--- config.mk ---
export PLATFORM = sky130hd
export DESIGN_NAME = adc_sar_ctrl
export DESIGN_NICKNAME = d
export VERILOG_FILES = /design/src/rtl/adc_sar_pkg.sv /design/src/rtl/adc_sar_tad_gen.sv /design/src/rtl/adc_sar_engine.sv /design/src/rtl/adc_sar_regs.sv /design/src/rtl/adc_sar_ctrl.sv
export SDC_FILE = /design/constraint.sdc
export NUM_CORES = 1
export LEC_CHECK = 0
export CAP_MARGIN = 20
export CORE_MARGIN = 2
export CORE_UTILIZATION = 35
export CTS_CLUSTER_SIZE = 14
export DETAILED_ROUTE_END_ITERATION = 12
export MAX_ROUTING_LAYER = met4
export PLACE_DENSITY = 0.57
export SYNTH_ARGS = -nofsm -noshare
export SYNTH_HDL_FRONTEND = slang
export SYNTH_SLANG_ARGS = --single-unit
--- constraint.sdc ---
create_clock -name clk -period 4 [get_ports clk]
set_clock_uncertainty 0.05 [all_clocks]
set_input_delay 0.8 -clock clk [delete_from_list [all_inputs] [get_ports clk]]
set_output_delay 0.8 -clock clk [all_outputs]
set_load 0.1 [all_outputs]
--- src/rtl/adc_sar_pkg.sv ---
package adc_sar_pkg;
  localparam int RES_W       = 10;
  localparam int BYTE_W      = 8;
  localparam int CH_W        = 3;
  localparam int SEL_W       = 2;
  localparam int ADDR_W      = 2;
  localparam int BIT_IDX_W   = $clog2(RES_W);
  localparam int SETTLE_TADS = 3;
  localparam int DIV_MAX     = 32;
  localparam int DIV_CNT_W   = $clog2(DIV_MAX);
  localparam int PAD_W       = 2 * BYTE_W - RES_W;

  typedef enum logic [SEL_W-1:0] {
    CLK_DIV2  = 2'b00,
    CLK_DIV8  = 2'b01,
    CLK_DIV32 = 2'b10,
    CLK_RC    = 2'b11
  } clk_sel_e;

  typedef enum logic [1:0] {
    ST_IDLE,
    ST_WAIT,
    ST_TRIAL,
    ST_SETTLE
  } conv_st_e;

  localparam logic [ADDR_W-1:0] ADDR_CTRL0  = 2'd0;
  localparam logic [ADDR_W-1:0] ADDR_CTRL1  = 2'd1;
  localparam logic [ADDR_W-1:0] ADDR_RES_HI = 2'd2;
  localparam logic [ADDR_W-1:0] ADDR_RES_LO = 2'd3;

  // terminal count of the divider for a given clock option
  function automatic logic [DIV_CNT_W-1:0] div_last(clk_sel_e sel);
    case (sel)
      CLK_DIV2: div_last = DIV_CNT_W'(1);
      CLK_DIV8: div_last = DIV_CNT_W'(7);
      default:  div_last = DIV_CNT_W'(DIV_MAX - 1);
    endcase
  endfunction

  function automatic logic [BYTE_W-1:0] res_hi(logic [RES_W-1:0] r, logic right);
    if (right) res_hi = BYTE_W'(r >> BYTE_W);
    else       res_hi = r[RES_W-1 -: BYTE_W];
  endfunction

  function automatic logic [BYTE_W-1:0] res_lo(logic [RES_W-1:0] r, logic right);
    if (right) res_lo = r[BYTE_W-1:0];
    else       res_lo = {r[RES_W-BYTE_W-1:0], {PAD_W{1'b0}}};
  endfunction
endpackage

--- src/rtl/adc_sar_tad_gen.sv ---
module adc_sar_tad_gen
  import adc_sar_pkg::*;
(
  input  logic     clk,
  input  logic     rst_n,
  input  logic     run,
  input  clk_sel_e sel,
  input  logic     rc_tick,
  output logic     tad_tick
);
  logic [DIV_CNT_W-1:0] cnt_q;
  logic                 term;
  logic                 use_rc;

  assign use_rc   = (sel == CLK_RC);
  assign term     = (cnt_q == div_last(sel));
  assign tad_tick = run && (use_rc ? rc_tick : term);

  always_ff @(posedge clk or negedge rst_n) begin
    if (!rst_n)               cnt_q <= '0;
    else if (!run || use_rc)  cnt_q <= '0;
    else if (term)            cnt_q <= '0;
    else                      cnt_q <= cnt_q + 1'b1;
  end

  AST_DIV_IN_RANGE: assert property (@(posedge clk) disable iff (!rst_n)
    run && !use_rc |-> cnt_q <= div_last(sel));
endmodule

--- src/rtl/adc_sar_engine.sv ---
module adc_sar_engine
  import adc_sar_pkg::*;
#(
  parameter int WAIT_CYC = 4
) (
  input  logic             clk,
  input  logic             rst_n,
  input  logic             start,
  input  logic             abort,
  input  clk_sel_e         sel_in,
  input  logic [CH_W-1:0]  ch_in,
  input  logic             tad_tick,
  input  logic             cmp_in,
  output clk_sel_e         sel_q,
  output logic [CH_W-1:0]  ch_q,
  output logic             run,
  output logic             busy,
  output logic             conv_done,
  output logic [RES_W-1:0] sar_q,
  output logic [RES_W-1:0] dac_code
);
  localparam int WAIT_W = $clog2(WAIT_CYC + 1);
  localparam int SET_W  = $clog2(SETTLE_TADS + 1);

  conv_st_e             st_q;
  logic [BIT_IDX_W-1:0] idx_q;
  logic [WAIT_W-1:0]    wait_q;
  logic [SET_W-1:0]     set_q;
  logic [RES_W-1:0]     trial_bit;
  logic                 last_trial;
  logic                 wait_over;

  for (genvar g = 0; g < RES_W; g++) begin : g_trial
    assign trial_bit[g] = (st_q == ST_TRIAL) && (idx_q == BIT_IDX_W'(g));
  end

  assign dac_code   = sar_q | trial_bit;
  assign run        = (st_q == ST_TRIAL) || (st_q == ST_SETTLE);
  assign busy       = (st_q != ST_IDLE);
  assign last_trial = (idx_q == '0);
  assign wait_over  = (wait_q == WAIT_W'(WAIT_CYC - 1));
  assign conv_done  = (st_q == ST_SETTLE) && tad_tick &&
                      (set_q == SET_W'(SETTLE_TADS - 1));

  always_ff @(posedge clk or negedge rst_n) begin
    if (!rst_n) begin
      st_q   <= ST_IDLE;
      idx_q  <= '0;
      wait_q <= '0;
      set_q  <= '0;
      sar_q  <= '0;
      sel_q  <= CLK_DIV2;
      ch_q   <= '0;
    end else if (abort) begin
      st_q <= ST_IDLE;
    end else begin
      case (st_q)
        ST_IDLE: if (start) begin
          sel_q  <= sel_in;
          ch_q   <= ch_in;
          sar_q  <= '0;
          idx_q  <= BIT_IDX_W'(RES_W - 1);
          set_q  <= '0;
          wait_q <= '0;
          st_q   <= (sel_in == CLK_RC) ? ST_WAIT : ST_TRIAL;
        end
        ST_WAIT: begin
          if (wait_over) st_q <= ST_TRIAL;
          else           wait_q <= wait_q + 1'b1;
        end
        ST_TRIAL: if (tad_tick) begin
          if (cmp_in) sar_q <= sar_q | trial_bit;
          if (last_trial) st_q <= ST_SETTLE;
          else            idx_q <= idx_q - 1'b1;
        end
        ST_SETTLE: if (tad_tick) begin
          if (conv_done) st_q <= ST_IDLE;
          else           set_q <= set_q + 1'b1;
        end
        default: st_q <= ST_IDLE;
      endcase
    end
  end

  AST_BUSY_END_CAUSE: assert property (@(posedge clk) disable iff (!rst_n)
    $fell(busy) |-> $past(conv_done || abort));

  AST_RC_DELAY_NO_TRIAL: assert property (@(posedge clk) disable iff (!rst_n)
    st_q == ST_WAIT |-> dac_code == '0);

  AST_SETUP_HELD: assert property (@(posedge clk) disable iff (!rst_n)
    busy && $past(busy) |-> $stable(ch_q) && $stable(sel_q));
endmodule

--- src/rtl/adc_sar_regs.sv ---
module adc_sar_regs
  import adc_sar_pkg::*;
(
  input  logic              clk,
  input  logic              rst_n,
  input  logic              wr_en,
  input  logic [ADDR_W-1:0] addr,
  input  logic [BYTE_W-1:0] wdata,
  input  logic              busy,
  input  logic              conv_done,
  input  logic              abort,
  input  logic              sleep_kill,
  input  logic [RES_W-1:0]  sar_q,
  output logic [BYTE_W-1:0] rdata,
  output logic              start_req,
  output logic              en_q,
  output logic [SEL_W-1:0]  sel_fld,
  output logic [CH_W-1:0]   ch_fld,
  output logic              irq
);
  logic             just_q;
  logic             ie_q;
  logic             flag_q;
  logic [RES_W-1:0] res_q;
  logic             wr0;
  logic             wr1;
  logic             flag_clr;

  assign wr0       = wr_en && (addr == ADDR_CTRL0);
  assign wr1       = wr_en && (addr == ADDR_CTRL1);
  assign flag_clr  = wr1 && !wdata[0];
  assign start_req = wr0 && wdata[2] && en_q && !busy;
  assign irq       = flag_q && ie_q;

  always_ff @(posedge clk or negedge rst_n) begin
    if (!rst_n) begin
      sel_fld <= '0;
      ch_fld  <= '0;
      en_q    <= 1'b0;
    end else begin
      if (wr0) begin
        sel_fld <= wdata[7:6];
        ch_fld  <= wdata[5:3];
        en_q    <= wdata[0];
      end
      if (sleep_kill) en_q <= 1'b0;
    end
  end

  always_ff @(posedge clk or negedge rst_n) begin
    if (!rst_n) begin
      just_q <= 1'b0;
      ie_q   <= 1'b0;
      flag_q <= 1'b0;
      res_q  <= '0;
    end else begin
      if (wr1) begin
        just_q <= wdata[7];
        ie_q   <= wdata[1];
      end
      if (conv_done)     flag_q <= 1'b1;
      else if (flag_clr) flag_q <= 1'b0;
      if (conv_done) res_q <= sar_q;
    end
  end

  always_comb begin
    case (addr)
      ADDR_CTRL0:  rdata = {sel_fld, ch_fld, busy, 1'b0, en_q};
      ADDR_CTRL1:  rdata = {just_q, 5'b0, ie_q, flag_q};
      ADDR_RES_HI: rdata = res_hi(res_q, just_q);
      default:     rdata = res_lo(res_q, just_q);
    endcase
  end

  AST_FLAG_STICKY: assert property (@(posedge clk) disable iff (!rst_n)
    flag_q && !flag_clr |=> flag_q);

  AST_CANCEL_KEEPS_RESULT: assert property (@(posedge clk) disable iff (!rst_n)
    abort && !wr_en |=> $stable(res_q) && $stable(flag_q));

  AST_START_NEEDS_ENABLE: assert property (@(posedge clk) disable iff (!rst_n)
    $rose(busy) |-> $past(en_q));

  AST_SLEEP_DISABLES: assert property (@(posedge clk) disable iff (!rst_n)
    sleep_kill |=> !en_q && !busy);
endmodule

--- src/rtl/adc_sar_ctrl.sv ---
module adc_sar_ctrl
  import adc_sar_pkg::*;
#(
  parameter int RC_WAIT_CYC = 4
) (
  input  logic              clk,
  input  logic              rst_n,
  input  logic              bus_wr,
  input  logic [1:0]        bus_addr,
  input  logic [7:0]        bus_wdata,
  output logic [7:0]        bus_rdata,
  input  logic              sleep_req,
  input  logic              rc_tick,
  input  logic              cmp_in,
  output logic [9:0]        dac_code,
  output logic [2:0]        chan_sel,
  output logic              irq
);
  logic             start_req;
  logic             en_q;
  logic [SEL_W-1:0] sel_fld;
  logic [CH_W-1:0]  ch_fld;
  clk_sel_e         sel_q;
  logic             run;
  logic             busy;
  logic             conv_done;
  logic             tad_tick;
  logic             sleep_kill;
  logic             abort;
  logic [RES_W-1:0] sar_q;

  assign sleep_kill = sleep_req && busy && (sel_q != CLK_RC);
  assign abort      = busy && (!en_q || sleep_kill);

  adc_sar_regs u_regs (
    .clk        (clk),
    .rst_n      (rst_n),
    .wr_en      (bus_wr),
    .addr       (bus_addr),
    .wdata      (bus_wdata),
    .busy       (busy),
    .conv_done  (conv_done),
    .abort      (abort),
    .sleep_kill (sleep_kill),
    .sar_q      (sar_q),
    .rdata      (bus_rdata),
    .start_req  (start_req),
    .en_q       (en_q),
    .sel_fld    (sel_fld),
    .ch_fld     (ch_fld),
    .irq        (irq)
  );

  adc_sar_engine #(.WAIT_CYC(RC_WAIT_CYC)) u_engine (
    .clk       (clk),
    .rst_n     (rst_n),
    .start     (start_req),
    .abort     (abort),
    .sel_in    (clk_sel_e'(sel_fld)),
    .ch_in     (ch_fld),
    .tad_tick  (tad_tick),
    .cmp_in    (cmp_in),
    .sel_q     (sel_q),
    .ch_q      (chan_sel),
    .run       (run),
    .busy      (busy),
    .conv_done (conv_done),
    .sar_q     (sar_q),
    .dac_code  (dac_code)
  );

  adc_sar_tad_gen u_tad (
    .clk      (clk),
    .rst_n    (rst_n),
    .run      (run),
    .sel      (sel_q),
    .rc_tick  (rc_tick),
    .tad_tick (tad_tick)
  );
endmodule

Word level (Yosys, flattened, before mapping). Index checks and enable logic that the tools add are counted.

Reductions and logical operators: 46. Equality and inequality tests: 34. $add $sub $neg: 4. Bitwise gates (word level): 2. Multiplexer cells: 35.

Operators by type and width (count): 10-bit 2-to-1 mux (3); 8-bit case mux with 3 select lines (1); 1-bit logical AND (23); 2-bit 2-to-1 mux (11); 10-bit case mux with 2 select lines (1); 4-bit by 3-bit equality test with 1-bit output, second input constant (4); 8-bit 2-to-1 mux (2); 5-bit AND reduction (3); 2-bit equality test, second input constant (6); 4-bit 2-to-1 mux (3); 2-bit inequality test, second input constant (6); 3-bit by 2-bit inequality test with 1-bit output, second input constant (4); 2-bit nonzero test (6); 5-bit 2-to-1 mux (2); 10-bit OR (1); 5-bit case mux with 2 select lines (1); 4-bit by 2-bit equality test with 1-bit output, second input constant (2); 4-bit equality test, second input constant (2); 2-bit case mux with 4 select lines (1); 4-bit case mux with 2 select lines (1); 2-bit by 1-bit equality test with 1-bit output, second input constant (3); 2-bit logical NOT (3); 3-bit 2-to-1 mux (2); 3-bit inequality test, second input constant (2); 18 further kinds (28).

Register bits after elaboration: 50. Word-level logic and storage cells: 136. Input port bits: 16. Output and inout port bits: 22.

Logic depth before layout (Yosys ltp).
Depth in word-level cells: 11. Mapped depth: 8. Gate-level depth less buffers: 7.

Hierarchy. Synthesis repeated with hierarchy kept, for this count alone.

Cells, all modules: 264. Area total of the unflattened synthesis: 2837.7 um2.

Modules (own cells, without submodules): adc_sar_engine (cells each 152, seq. area each 650.6 um2, area an instance 1531.5 um2, times used 1); adc_sar_regs (cells each 81, seq. area each 475.5 um2, area an instance 1006.0 um2, times used 1); adc_sar_tad_gen (cells each 27, seq. area each 125.1 um2, area an instance 274.0 um2, times used 1); adc_sar_ctrl (cells each 4, seq. area each 0.0 um2, area an instance 26.3 um2, times used 1).

Worst setup path after synthesis. OpenSTA, ideal clock, no wires.

Kind: input-to-output. From: input port bus_addr[1]. To: output port bus_rdata[1]. Arrival time: 3.621 ns. Path buffers: 2. Setup slack: -0.471 ns. Stages on the path: 4. Data required time: 3.150 ns. Path through: clkbuf_1 -> inv_1 -> clkbuf_1 -> o31ai_1.

Word-level cells in the longest chain between the ends: 2. Elaborated cells on any way between the ends: 4. Classes of those cells: eq/ne: 2; mux: 1; reduce/logical: 1.

RTL lines: start, declared (RTL line adc_sar_ctrl.sv:9) `input logic [1:0] bus_addr,`; 2-bit equality test, or another cell as far along (RTL line adc_sar_regs.sv:68) `case (addr)`; 8-bit case mux with 3 select lines (*) (RTL line adc_sar_regs.sv:68); end, declared (RTL line adc_sar_ctrl.sv:11) `output logic [7:0] bus_rdata,`.

Mark *: on every way between the ends. The rest lies on a longest branch, timed or not.

Final worst setup path.
From: input port bus_addr[1]. To: output port bus_rdata[7].

Same word-level chain as after synthesis.

==> flow_metrics.env <==
export IMPL_yosysUniqueCellTypes=69
export IMPL_synth_async_reset_ratio_pct=100.0
export IMPL_switching_share_pct=47.91
export IMPL_hold_buffers=0
export IMPL_total_leakage_power_nw=1.582
export IMPL_crit_required_ns=3.15
export IMPL_r2r_end="u_engine.sar_q[8]"
export IMPL_hold_start="u_engine.ch_q[2]"
export IMPL_antenna_found_initial=0
export IMPL_setup_viol=0
export IMPL_setup_tns_ns=0
export IMPL_slew_headroom_pct=34.72
export IMPL_multi_input_area_um2=1727
export IMPL_cts_resized=0
export IMPL_chipHeight_um=97.78
export IMPL_fmax_mhz=285.9
export IMPL_ff2ff_setup_slack_ns=1.60
export IMPL_drtIter0Drc=73
export IMPL_clk_latency_ns=0.30
export IMPL_fillers=857
export IMPL_numCtsBuffers=5
export IMPL_power_mw=2.295
export IMPL_hold_end="u_engine.ch_q[2]"
export IMPL_grt_pass1_wl_mm=12.81
export IMPL_area_growth_pct=20.81
export IMPL_regArea_um2=1251
export IMPL_status="finished, final reports clean"
export IMPL_cts_setup_buffers=0
export IMPL_synth_top_area_share_pct=40.65
export IMPL_timing_rr_start="u_engine.st_q[0]"
export IMPL_antenna_left=0
export IMPL_rows=34
export IMPL_fin_cells=444
export IMPL_dp_cells=436
export IMPL_start_util_pct=35.64
export IMPL_maxSlewViolCount=0
export IMPL_tritoncts="done"
export IMPL_grt_max_degree=31
export IMPL_synth_top_cell_by_area="dfrtp_1"
export IMPL_grt_busiest_layer="met2"
export IMPL_rsz0062_at_grt="false"
export IMPL_gp_congestion=0.8925
export IMPL_fin_crit_ns=3.497
export IMPL_final_common_cell="dfrtp_1"
export IMPL_tightest_slew_ns=0.9762
export IMPL_intPower_mw=1.196
export IMPL_power_switching_mw=1.100
export IMPL_hold_path_class="register to register"
export IMPL_grt_pass1_vias=2451
export IMPL_drt_wl_total_mm=7.464
export IMPL_power_density_nw_per_um2=617.3
export IMPL_worst_ep_arrival_time_ns=2.65
export IMPL_port_buffers=37
export IMPL_power_frac_comb_pct=52.6
export IMPL_path_max_fanout=11
export IMPL_met2_usage_pct=25.99
export IMPL_ys_warn_count=0
export IMPL_pwr_share_seq_pct=32.0
export IMPL_final_cell_mix="50 x dfrtp_1, 25 x nand2_1, 22 x mux2_2, 18 x nor2_1, 18 x clkdlybuf4s50_1"
export IMPL_cp_start_kind="primary input"
export IMPL_ir_drop_v=0.0003939
export IMPL_finalHoldViolations=0
export IMPL_fin_hold_ws_ns=0.4613
export IMPL_grt_use_met3_pct=2.434
export IMPL_reg2reg_depth=6
export IMPL_min_period_over_period_pct=87.43
export IMPL_dp_hpwl_mm=5.527
export IMPL_avgSynthCellArea_um2=10.29
export IMPL_gr_usage_all_layers_pct=16.95
export IMPL_layout_nets=364
export IMPL_clkTransAtPathRegs_ns=0.08
export IMPL_cts_sinks=50
export IMPL_syn_num_nets=328
export IMPL_die_area_um2=9560
export IMPL_num_antenna_cells=0
export IMPL_routed_via_density=5.498
export IMPL_cts_buffer_depth=2
export IMPL_core_um2=8636
export IMPL_endpoint_kind="output port"
export IMPL_use_met1_pct=23.72
export IMPL_grt_ovfl_total=0
export IMPL_cts_root_buf="clkbuf_8"
export IMPL_min_path_cells=1
export IMPL_synthesis_area_um2=3078
export IMPL_yosys_top_cells_area="dfrtp_1 41%, mux2_2 8.0%, ha_1 5.3%, mux2i_1 3.9%, nand2_1 3.0%"
export IMPL_synth_enable_flop_cells=0
export IMPL_yosys_most_used_dff="dfrtp_1"
export IMPL_num_io_pins=38
export IMPL_routed_via_count=2441
export IMPL_die_w_um=97.78
export IMPL_maxCapViolCount=0
export IMPL_drcViolationCount=0
export IMPL_clkPwrFrac_pct=15.4
export IMPL_layout_drive_gt1_share_pct=22.62
export IMPL_ys_seq_area_share_pct=40.65
export IMPL_finish_utilization_pct=43.06
export IMPL_ys_ff_latch=50
export IMPL_syn_inst=299
export IMPL_path_class="primary input to output port"
export IMPL_ctsHtreeMaxLevel=2
export IMPL_drt_pass1_iter_count=4
export IMPL_wl_per_cell_um=16.81
## synthesized netlist by cell type (2+ instances only)
master / count
a22oi_1: 4
o31ai_1: 3
a31o_2: 6
a41o_1: 2
o21ai_0: 14
and2_1: 2
a21bo_2: 2
mux2i_1: 12
clkbuf_1: 8
a41oi_1: 4
mux2_2: 22
nand3_1: 12
nor2b_1: 3
a21oi_1: 6
dfrtp_1: 50
ha_1: 13
nand2_1: 25
a22o_1: 3
o211ai_1: 6
nand2b_1: 3
buf_2: 3
o21bai_1: 2
a21o_1: 4
nor3_1: 3
xor2_1: 2
nor2_1: 18
and3b_1: 2
and3_1: 2
a211oi_1: 2
nor3b_1: 6
a221oi_1: 2
o2bb2ai_1: 6
inv_1: 10
nand4b_1: 2
## metal layers
layer / share of wire (%) / routed length, um
met5: 0 / 0
met4: 1.2 / 87
met3: 2.9 / 218
met2: 46 / 3432
met1: 50 / 3726
## area by class of cell
class | count | share of cell area [%]
Multi-Input combinational cell | 225 | 46.43
Sequential cell | 50 | 33.65
Timing Repair Buffer | 42 | 12.31
Tap cell | 108 | 3.634
Clock buffer | 7 | 2.052
Inverter | 11 | 1.110
Clock inverter | 1 | 0.8075
## logic make-up after synthesis
logic type               after synthesis  synth area share, %
buffers and inverters                 24                3.415
flip-flops                            50                40.65
AO/OA/AOI/OAI                         83                20.94
adder cells (fa/ha/maj)               13                5.285
multiplexers                          34                11.95
XOR/XNOR                               3               0.8538
AND/OR/NAND/NOR                       92                16.91
## flip-flops by register name, summed over array words and instances (netlist names)
name and flops:
u_regs.ch_fld 3, u_engine.sar_q 10, u_regs.en_q 1, u_tad.cnt_q 5, u_engine.ch_q 3, u_regs.just_q 1
u_engine.sel_q 2, u_regs.ie_q 1, u_regs.flag_q 1, u_engine.wait_q 3, u_engine.st_q 2, u_regs.res_q 10
u_regs.sel_fld 2, u_engine.set_q 2, u_engine.idx_q 4
## worst max-delay path, stage by stage
cell and delay [ns]:
clkdlybuf4s50_1 0.46, buf_4 0.17, inv_1 0.18, nor2_1 0.39, a221oi_1 0.15, a21oi_1 0.28
buf_12 0.22
## per-stage QoR
stage          instance area [um2]  setup WS [ns]
3_3_place_gp                  3612         0.6184
2_1_floorplan                 3083         0.1643
4_1_cts                       3719         0.5308
6_report                      3719         0.5028
3_5_place_dp                  3612         0.5526
5_1_grt                       3719         0.2946
## worst max-delay path by stage
stage | slack, ns | cells after the start | endpoint | start
CTS | 0.53 | 7 | bus_rdata[7] | bus_addr[1]
global route | 0.29 | 7 | bus_rdata[7] | bus_addr[1]
global placement | 0.62 | 7 | bus_rdata[7] | bus_addr[1]
detailed placement | 0.55 | 7 | bus_rdata[7] | bus_addr[1]
finish | 0.50 | 7 | bus_rdata[7] | bus_addr[1]
floorplan | 0.16 | 6 | bus_rdata[0] | bus_addr[1]
## power by group through the flow
stage	registers (mW)	logic (mW)	clock network, mW
2_1_floorplan	0.739	0.888	0
3_3_place_gp	0.740	1.20	0
3_5_place_dp	0.742	1.20	0
4_1_cts	0.732	1.21	0.366
5_1_grt	0.757	1.30	0.386
6_report	0.735	1.21	0.353
No activity file was read; power rests on OpenSTA's default activity.
